===== src/rtl/ohm_pkg.sv =====
package ohm_pkg;
    localparam int SEL_TRACE = 0;
    localparam int SEL_FAULT = 1;
    localparam int SEL_PROT  = 2;
    localparam int BYTE_W    = 8;
    localparam int PROT_LO_W = 5;
    localparam int CNT_W     = 4;

    function automatic int field_width(input int sel);
        return (sel == SEL_PROT) ? BYTE_W + PROT_LO_W : BYTE_W;
    endfunction
endpackage


===== src/rtl/ohm_extract.sv =====
module ohm_extract
    import ohm_pkg::*;
#(
    parameter int FIELD_SEL = SEL_PROT,
    localparam int FW = field_width(FIELD_SEL)
) (
    input  logic [BYTE_W-1:0] byte_a_i,
    input  logic [BYTE_W-1:0] byte_b_i,
    output logic [FW-1:0]     field_o
);
    generate
        if (FIELD_SEL == SEL_PROT) begin : g_prot
            logic unused_lo;
            assign unused_lo = ^byte_b_i[BYTE_W-PROT_LO_W-1:0];
            assign field_o   = {byte_a_i, byte_b_i[BYTE_W-1:BYTE_W-PROT_LO_W]};
        end else begin : g_byte
            logic unused_b;
            assign unused_b = ^byte_b_i;
            assign field_o  = byte_a_i;
        end
    endgenerate
endmodule


===== src/rtl/ohm_filter.sv =====
module ohm_filter
    import ohm_pkg::*;
#(
    parameter int FW = 8
) (
    input  logic             clk,
    input  logic             rst_n,
    input  logic             stb_i,
    input  logic [FW-1:0]    field_i,
    input  logic [CNT_W-1:0] cfg_cnt_i,
    output logic [FW-1:0]    acc_o,
    output logic             accept_o
);
    typedef struct packed {
        logic [FW-1:0]    cand;
        logic [CNT_W-1:0] cnt;
        logic [FW-1:0]    acc;
    } flt_state_t;

    flt_state_t s_d, s_q;
    logic [CNT_W-1:0] thr_d;

    always_comb begin
        s_d      = s_q;
        accept_o = 1'b0;
        thr_d    = (cfg_cnt_i == '0) ? CNT_W'(1) : cfg_cnt_i;
        if (stb_i) begin
            if (field_i != s_q.cand) begin
                s_d.cand = field_i;
                s_d.cnt  = CNT_W'(1);
            end else if (s_q.cnt != '1) begin
                s_d.cnt = s_q.cnt + CNT_W'(1);
            end
            if (s_d.cnt >= thr_d && s_d.cand != s_q.acc) begin
                s_d.acc  = s_d.cand;
                accept_o = 1'b1;
            end
        end
    end

    always_ff @(posedge clk or negedge rst_n) begin
        if (!rst_n) s_q <= '0;
        else        s_q <= s_d;
    end

    assign acc_o = s_q.acc;


    acc_stb_chk: assert property (@(posedge clk) disable iff (!rst_n)
        !$stable(s_q.acc) |-> $past(stb_i));


    cnt_live_chk: assert property (@(posedge clk) disable iff (!rst_n)
        stb_i |=> (s_q.cnt != '0));
endmodule


===== src/rtl/ohm_hist.sv =====
module ohm_hist #(
    parameter int FW      = 8,
    parameter bit HIST_EN = 1'b1
) (
    input  logic          clk,
    input  logic          rst_n,
    input  logic          accept_i,
    input  logic [FW-1:0] acc_i,
    output logic [FW-1:0] prev_o
);
    generate
        if (HIST_EN) begin : g_hist
            logic [FW-1:0] prev_d, prev_q;
            always_comb begin
                prev_d = prev_q;
                if (accept_i) prev_d = acc_i;
            end
            always_ff @(posedge clk or negedge rst_n) begin
                if (!rst_n) prev_q <= '0;
                else        prev_q <= prev_d;
            end
            assign prev_o = prev_q;
        end else begin : g_none
            logic unused_h;
            assign unused_h = ^{clk, rst_n, accept_i, acc_i};
            assign prev_o   = '0;
        end
    endgenerate
endmodule


===== src/rtl/ohm_flag.sv =====
module ohm_flag (
    input  logic clk,
    input  logic rst_n,
    input  logic set_i,
    input  logic clr_i,
    input  logic mask_i,
    output logic flag_o,
    output logic irq_o
);
    logic flag_d, flag_q;

    always_comb begin
        flag_d = flag_q;
        if (set_i)      flag_d = 1'b1;
        else if (clr_i) flag_d = 1'b0;
    end

    always_ff @(posedge clk or negedge rst_n) begin
        if (!rst_n) flag_q <= 1'b0;
        else        flag_q <= flag_d;
    end

    assign flag_o = flag_q;
    assign irq_o  = flag_q & ~mask_i;


    flag_fall_chk: assert property (@(posedge clk) disable iff (!rst_n)
        $fell(flag_q) |-> $past(clr_i));
endmodule


===== src/rtl/ohm_persist_mon.sv =====
module ohm_persist_mon
    import ohm_pkg::*;
#(
    parameter int FIELD_SEL = SEL_PROT,
    localparam int FW = field_width(FIELD_SEL)
) (
    input  logic             clk,
    input  logic             rst_n,
    input  logic             frame_stb,
    input  logic [7:0]       ovh_a,
    input  logic [7:0]       ovh_b,
    input  logic [3:0]       persist_cfg,
    input  logic             chg_mask,
    input  logic             chg_clear,
    output logic [FW-1:0]    acc_value,
    output logic [FW-1:0]    prev_value,
    output logic             chg_flag,
    output logic             chg_irq
);
    localparam bit HIST_EN = (FIELD_SEL == SEL_FAULT);

    logic [FW-1:0] field_w;
    logic          accept_w;

    ohm_extract #(.FIELD_SEL(FIELD_SEL)) u_ext (
        .byte_a_i (ovh_a),
        .byte_b_i (ovh_b),
        .field_o  (field_w)
    );

    ohm_filter #(.FW(FW)) u_flt (
        .clk       (clk),
        .rst_n     (rst_n),
        .stb_i     (frame_stb),
        .field_i   (field_w),
        .cfg_cnt_i (persist_cfg),
        .acc_o     (acc_value),
        .accept_o  (accept_w)
    );

    ohm_hist #(.FW(FW), .HIST_EN(HIST_EN)) u_hist (
        .clk      (clk),
        .rst_n    (rst_n),
        .accept_i (accept_w),
        .acc_i    (acc_value),
        .prev_o   (prev_value)
    );

    ohm_flag u_flag (
        .clk    (clk),
        .rst_n  (rst_n),
        .set_i  (accept_w),
        .clr_i  (chg_clear),
        .mask_i (chg_mask),
        .flag_o (chg_flag),
        .irq_o  (chg_irq)
    );


    flag_set_chk: assert property (@(posedge clk) disable iff (!rst_n)
        accept_w |=> chg_flag);

    generate
        if (HIST_EN) begin : g_hist_chk

            hist_chk: assert property (@(posedge clk) disable iff (!rst_n)
                (acc_value != $past(acc_value)) |-> (prev_value == $past(acc_value)));
        end
    endgenerate
endmodule


===== config.mk =====
export PLATFORM = sky130hd
export DESIGN_NAME = ohm_persist_mon
export DESIGN_NICKNAME = d
export VERILOG_FILES = /design/src/rtl/ohm_pkg.sv /design/src/rtl/ohm_extract.sv /design/src/rtl/ohm_filter.sv /design/src/rtl/ohm_hist.sv /design/src/rtl/ohm_flag.sv /design/src/rtl/ohm_persist_mon.sv
export SDC_FILE = /design/constraint.sdc
export NUM_CORES = 1
export LEC_CHECK = 0
export BUFFER_PORTS_ARGS = -buffer_cell sky130_fd_sc_hd__buf_2
export CAP_MARGIN = 10
export CORE_MARGIN = 2
export CORE_UTILIZATION = 50
export CTS_BUF_LIST = sky130_fd_sc_hd__clkbuf_8
export DETAILED_ROUTE_END_ITERATION = 10
export PLACE_DENSITY = 0.75
export REMOVE_ABC_BUFFERS = 1
export SLEW_MARGIN = 20
export SYNTH_ARGS = -nofsm -noshare
export SYNTH_HDL_FRONTEND = slang
export SYNTH_HIERARCHICAL = 1
export SYNTH_SLANG_ARGS = --single-unit

===== constraint.sdc =====
create_clock -name clk -period 3 [get_ports clk]
set_input_delay 0.6 -clock clk [delete_from_list [all_inputs] [get_ports clk]]
set_output_delay 0.6 -clock clk [all_outputs]
set_load 0.05 [all_outputs]

Yosys cells after proc, flatten, opt, wreduce, memory -nomap -nowiden --
Cells that the tools add are included. Widths: inputs -> output; s select.
Word-level totals: register bits 31, input port bits 25, output and inout bits 28
Cells by class: $add $sub $neg 1, order comparisons 1, equal/unequal tests 3, muxes and demuxes 10, bitwise gates (word level) 2, reduce and logical (&&, ||, !) cells 4
Operators with widths (count):
- $mux 13 | 2
- $ne 13x13->1 | 2
- $mux 4 | 4
- $add 4x1->4 const B | 1
- $ge 4x4->1 | 1
- $logic_not 4->1 | 1
- $mux 1 | 4
- $ne 4x4->1 const B | 1
- $reduce_and 2->1 | 1
- $reduce_bool 2->1 | 1
- $and 1x1->1 | 1
- $logic_and 1x1->1 | 1
- $not 1->1 | 1

Logic depth before layout (Yosys ltp) --
depth in word-level cells 9, gate-level depth with buffers 12

Modules after synthesis --
Netlist, hierarchy kept.
By module, submodules not included:
- ohm_filter | times used 1, cells each 146, area an instance 1740.4 um^2, sequential area each 750.7 um^2
- ohm_hist | times used 1, cells each 14, area an instance 101.3 um^2, sequential area each 0.0 um^2
- ohm_extract | times used 1, cells each 13, area an instance 97.6 um^2, sequential area each 0.0 um^2
- ohm_flag | times used 1, cells each 4, area an instance 42.5 um^2, sequential area each 25.0 um^2

Worst setup path before layout --
No wires, ideal clock.
path kind input to register, start point input port ovh_b[7], end point register u_flt.s_q (netlist bit u_flt/acc_o[10]), setup time 0.125 ns, arrival time 2.937 ns, slack -0.062 ns, stages on the path 12, buffers on the path 2, cell sequence buf_4 -> xor2_1 -> nor4_1 -> nand4_1 -> nor2_1 -> ha_1 -> nand2b_1 -> a2111oi_0 -> nor3_1 -> o311a_4 -> buf_12 -> mux2_4
On the way: word-level cells in the longest chain between the ends 6, elaborated cells on any way between the ends 9, classes of those cells order compare (1); eq/ne (2); mux (4); reduce/logical (2)
RTL lines:
- from (decl) | line ohm_persist_mon.sv:11 | input logic [7:0] ovh_b,
- $ne 13x13->1 | line ohm_filter.sv:28 | if (field_i != s_q.cand) begin
- $mux 4 or $mux 13 (tied branches) | line ohm_filter.sv:28
- $mux 4 or $mux 13 (tied branches) | line ohm_filter.sv:27 | if (stb_i) begin
- $ge 4x4->1 or $ne 13x13->1 (tied branches) | line ohm_filter.sv:34 | if (s_d.cnt >= thr_d && s_d.cand != s_q.acc) begin
- $logic_and 1x1->1 | line ohm_filter.sv:34
- $reduce_and 2->1 (no line)
- to (signal assigned) | line ohm_filter.sv:42 | if (!rst_n) s_q <= '0;
- to (signal assigned) | line ohm_filter.sv:43 | else s_q <= s_d;
- to (decl) | line ohm_filter.sv:20 | flt_state_t s_d, s_q;
Parallel ways exist; a longest one is shown, timed or not. The select of a mux whose other input is x is not followed. A chain may end at the register's enable or synchronous reset.

Worst setup path after layout --
start point input port ovh_b[7], end point register u_flt.s_q (netlist bit u_flt/acc_o[9])
Same word-level chain as after synthesis.

==> flow_summary.yaml <==
yosys:
  syn_area_um2: 1980
  synth.distinct_cells: 30
  ys_ff_latch: 31
  seq_area_frac_synth_pct: 39.1
  syn-instance-count: 177
  syn_area_per_cell_um2: 11.2
  synth_warnings: 6
worst_setup_path:
  crit_buf_inv: 2
  path_class: "primary input to flip-flop"
  crit_path_start_kind: "primary input"
  critPathCaptureType: "flip-flop"
  worst-path-max-fanout: 7
  worstSetupPathDepth: 12
  cpMaxStageDelayCell: "a2111oi_2"
  ff2ff_path_depth: 11
  arrival_ns: 3.07
  crit_path_cell_trace: "buf_2 -> xor2_1 -> nor4_2 -> nand4_1 -> nor2_1 -> ha_1 -> nand2b_1 -> a2111oi_2 -> nor3_2 -> buf_4 -> o311a_4 -> mux2_4"
  critPathMaxStageDelay_ns: 0.39
  worstPathRequired_ns: 3.16
  path_delay_family: "simple AND/OR/NAND/NOR gates"
place:
  portBuffers: 36
  gp_congestion: 0.820
  placedCellCount: 244
  place_area_um2: 2040
  hpwl_mm: 2.45
sta:
  fin_skew_ns: 0.00580
  max_freq_ghz: 0.344
  slew_headroom_pct: 55.2
  rsz0062_at_grt: "true"
  setup_viol: 0
  fin_crit_sh_pct: 97.0
  min_period_ns: 2.91
  hold_viol_final: 0
  tightestPinTransition_ns: 0.672
  report.final.slew_viol_count: 0
final_layout:
  n_antenna_cell: 0
  final_area_um2: 2180
  drive_above_1_share_pct: 44.2
  final_cell_mix: "36 x buf_2, 31 x dfrtp_1, 18 x xor2_1"
  instances_no_fill: 254
  layout.nets: 235
  syn_to_final_growth_pct: 9.97
  fillerInstances: 349
  mostFrequentLayoutCell: "buf_2"
floorplan:
  initial_core_util_pct: 52.9
  die_x_um: 67.0
  die_h_um: 67.0
  dieArea_um2: 4480
  num_rows: 22
  core_area_um2: 3740
  io-pin-count: 53
route:
  drtIter0Drc: 21
  drtPass1Iterations: 3
  drc_errors: 0
  routedWlPerCell_um: 13.7
  routed_wl_mm: 3.47
  vias: 1219
  vias_per_cell: 4.80
  ant_nets: 0
clocking:
  cts_tree: "done"
  cts_buffers: 5
  root_buffer: "clkbuf_8"
  clk_latency_ns: 0.28
  h-tree-depth: 2
  clock-sinks: 31
  cts_hold_buf: 0
  clock_path_buffers: 2
  path_clk_slew_ns: 0.06
pwr:
  p_per_area_nw_per_um2: 583
  power_leakage_nw: 1.07
  ir_worst_vdd_mv: 0.374
outcome:
  status: "finished clean"
global_routing:
  grt_pass1_vias: 1171
  grt_overflow_total: 0
  grt.total_usage_pct: 17.5
  grt_antenna_before_repair: 0
  grt_pass1_wl_mm: 5.58
  grt_max_degree: 32
flow_run:
  drv_cap: 0
worst_hold_path:
  worst_hold_path_type: "primary input to asynchronous set/reset pin"
## power breakdown
part           switching [mW]  internal [mW]
logic                   0.283          0.155
registers              0.0512          0.477
clock network           0.148          0.156
total                   0.483          0.788
## metal layers
| layer | part of all wire, % | wire, um | global-route usage, % | up-vias |
|---|---|---|---|---|
| met5 | 0 | 0 | 0 | - |
| met4 | 0.52 | 18 | 4.59 | 0 |
| met3 | 4.5 | 156 | 6.08 | 2 |
| met2 | 51 | 1760 | 29.3 | 30 |
| met1 | 44 | 1540 | 21.6 | 581 |
| li1 | - | - | - | 606 |
## path summary, 6_finish.rpt
| kind | to | startpoint | slack (ns) |
|---|---|---|---|
| setup / recovery | u_flt/acc_o[9]$_DFFE_PN0P_ | ovh_b[7] | 0.09 |
| hold / removal | u_flt/acc_o[12]$_DFFE_PN0P_ | rst_n | 0.35 |
| setup reg to reg | u_flt/acc_o[9]$_DFFE_PN0P_ | u_flt/s_q[21]$_DFFE_PN0P_ | 0.15 |
| hold reg to reg | u_flag/flag_o$_DFFE_PN0P_ | u_flag/flag_o$_DFFE_PN0P_ | 0.49 |
| max in group asynchronous | u_flt/acc_o[9]$_DFFE_PN0P_ | rst_n | 2.21 |
| min in group clk | u_flag/flag_o$_DFFE_PN0P_ | u_flag/flag_o$_DFFE_PN0P_ | 0.49 |
## synthesized netlist by cell type, drive strengths merged
cell	instances	area, um2
o311a	1	21.3
o21bai	1	7.51
a2111oi	1	8.76
nand2	3	11.3
nor3	3	15.0
nand4	3	18.8
and3	1	6.26
clkbuf	1	3.75
mux2	26	327
a21o	1	7.51
nand3	1	5.00
o21ai	3	15.0
ha	5	62.6
xor2	18	158
conb	1	3.75
nand2b	1	6.26
a21oi	4	20.0
a31o	2	17.5
nor2b	1	6.26
a22o	1	8.76
xnor2	9	78.8
nor2	9	33.8
inv	5	18.8
nor4	3	18.8
dfrtp	31	776
mux2i	1	10.0
buf	41	317
## kinds of logic (layout without fill, tap and decap cells)
logic type | Yosys count | count (layout) | share of synthesized area (%)
fa+ha+maj | 5 | 5 | 3.16
simple gates | 25 | 25 | 6.12
mux | 27 | 27 | 17.0
xor+xnor | 27 | 27 | 11.9
other cells | 1 | 13 | 0.189
compound gates | 14 | 15 | 5.37
buf+inv | 47 | 63 | 17.1
flops | 31 | 31 | 39.1
## stage by stage
| stage | util [%] | setup TNS [ns] | power (mW) | setup WS (ns) | hold WS [ns] |
|---|---|---|---|---|---|
| final | 58.2 | 0 | 1.27 | 0.0912 | 0.353 |
| after detailed placement | 54.6 | -5.34 | 0.962 | -0.425 | 0.482 |
| after global placement | 54.6 | -4.37 | 0.953 | -0.355 | 0.482 |
| after floorplan | - | 0 | 0.844 | 0.141 | 0.304 |
| after CTS | 57.5 | 0 | 1.27 | 0.0213 | 0.373 |
| after global routing | 58.2 | -0.0864 | 1.33 | -0.0187 | 0.396 |
## state kept, by name, indices dropped and copies added (netlist names)
name and flops:
u_flag/flag_o 1, u_flt/acc_o 13, u_flt/s_q 17
## area by class of cell
class,count,area (um2),share of cell area (%)
timing repair buffer,50,285,13.1
multi-input combinational,112,958,44.0
inverter,5,18.8,0.861
clock buffer,5,68.8,3.16
sequential,31,776,35.6
clock inverter,3,12.5,0.574
tap,48,60.1,2.76
## what timing repair did
item,4_1_cts,5_1_grt
buffers inserted,0,1
cloned,1,0
pin swaps,2,4
resized for setup,3,4
setup endpoints to repair,13,13
(Power assumes the default switching activity.)
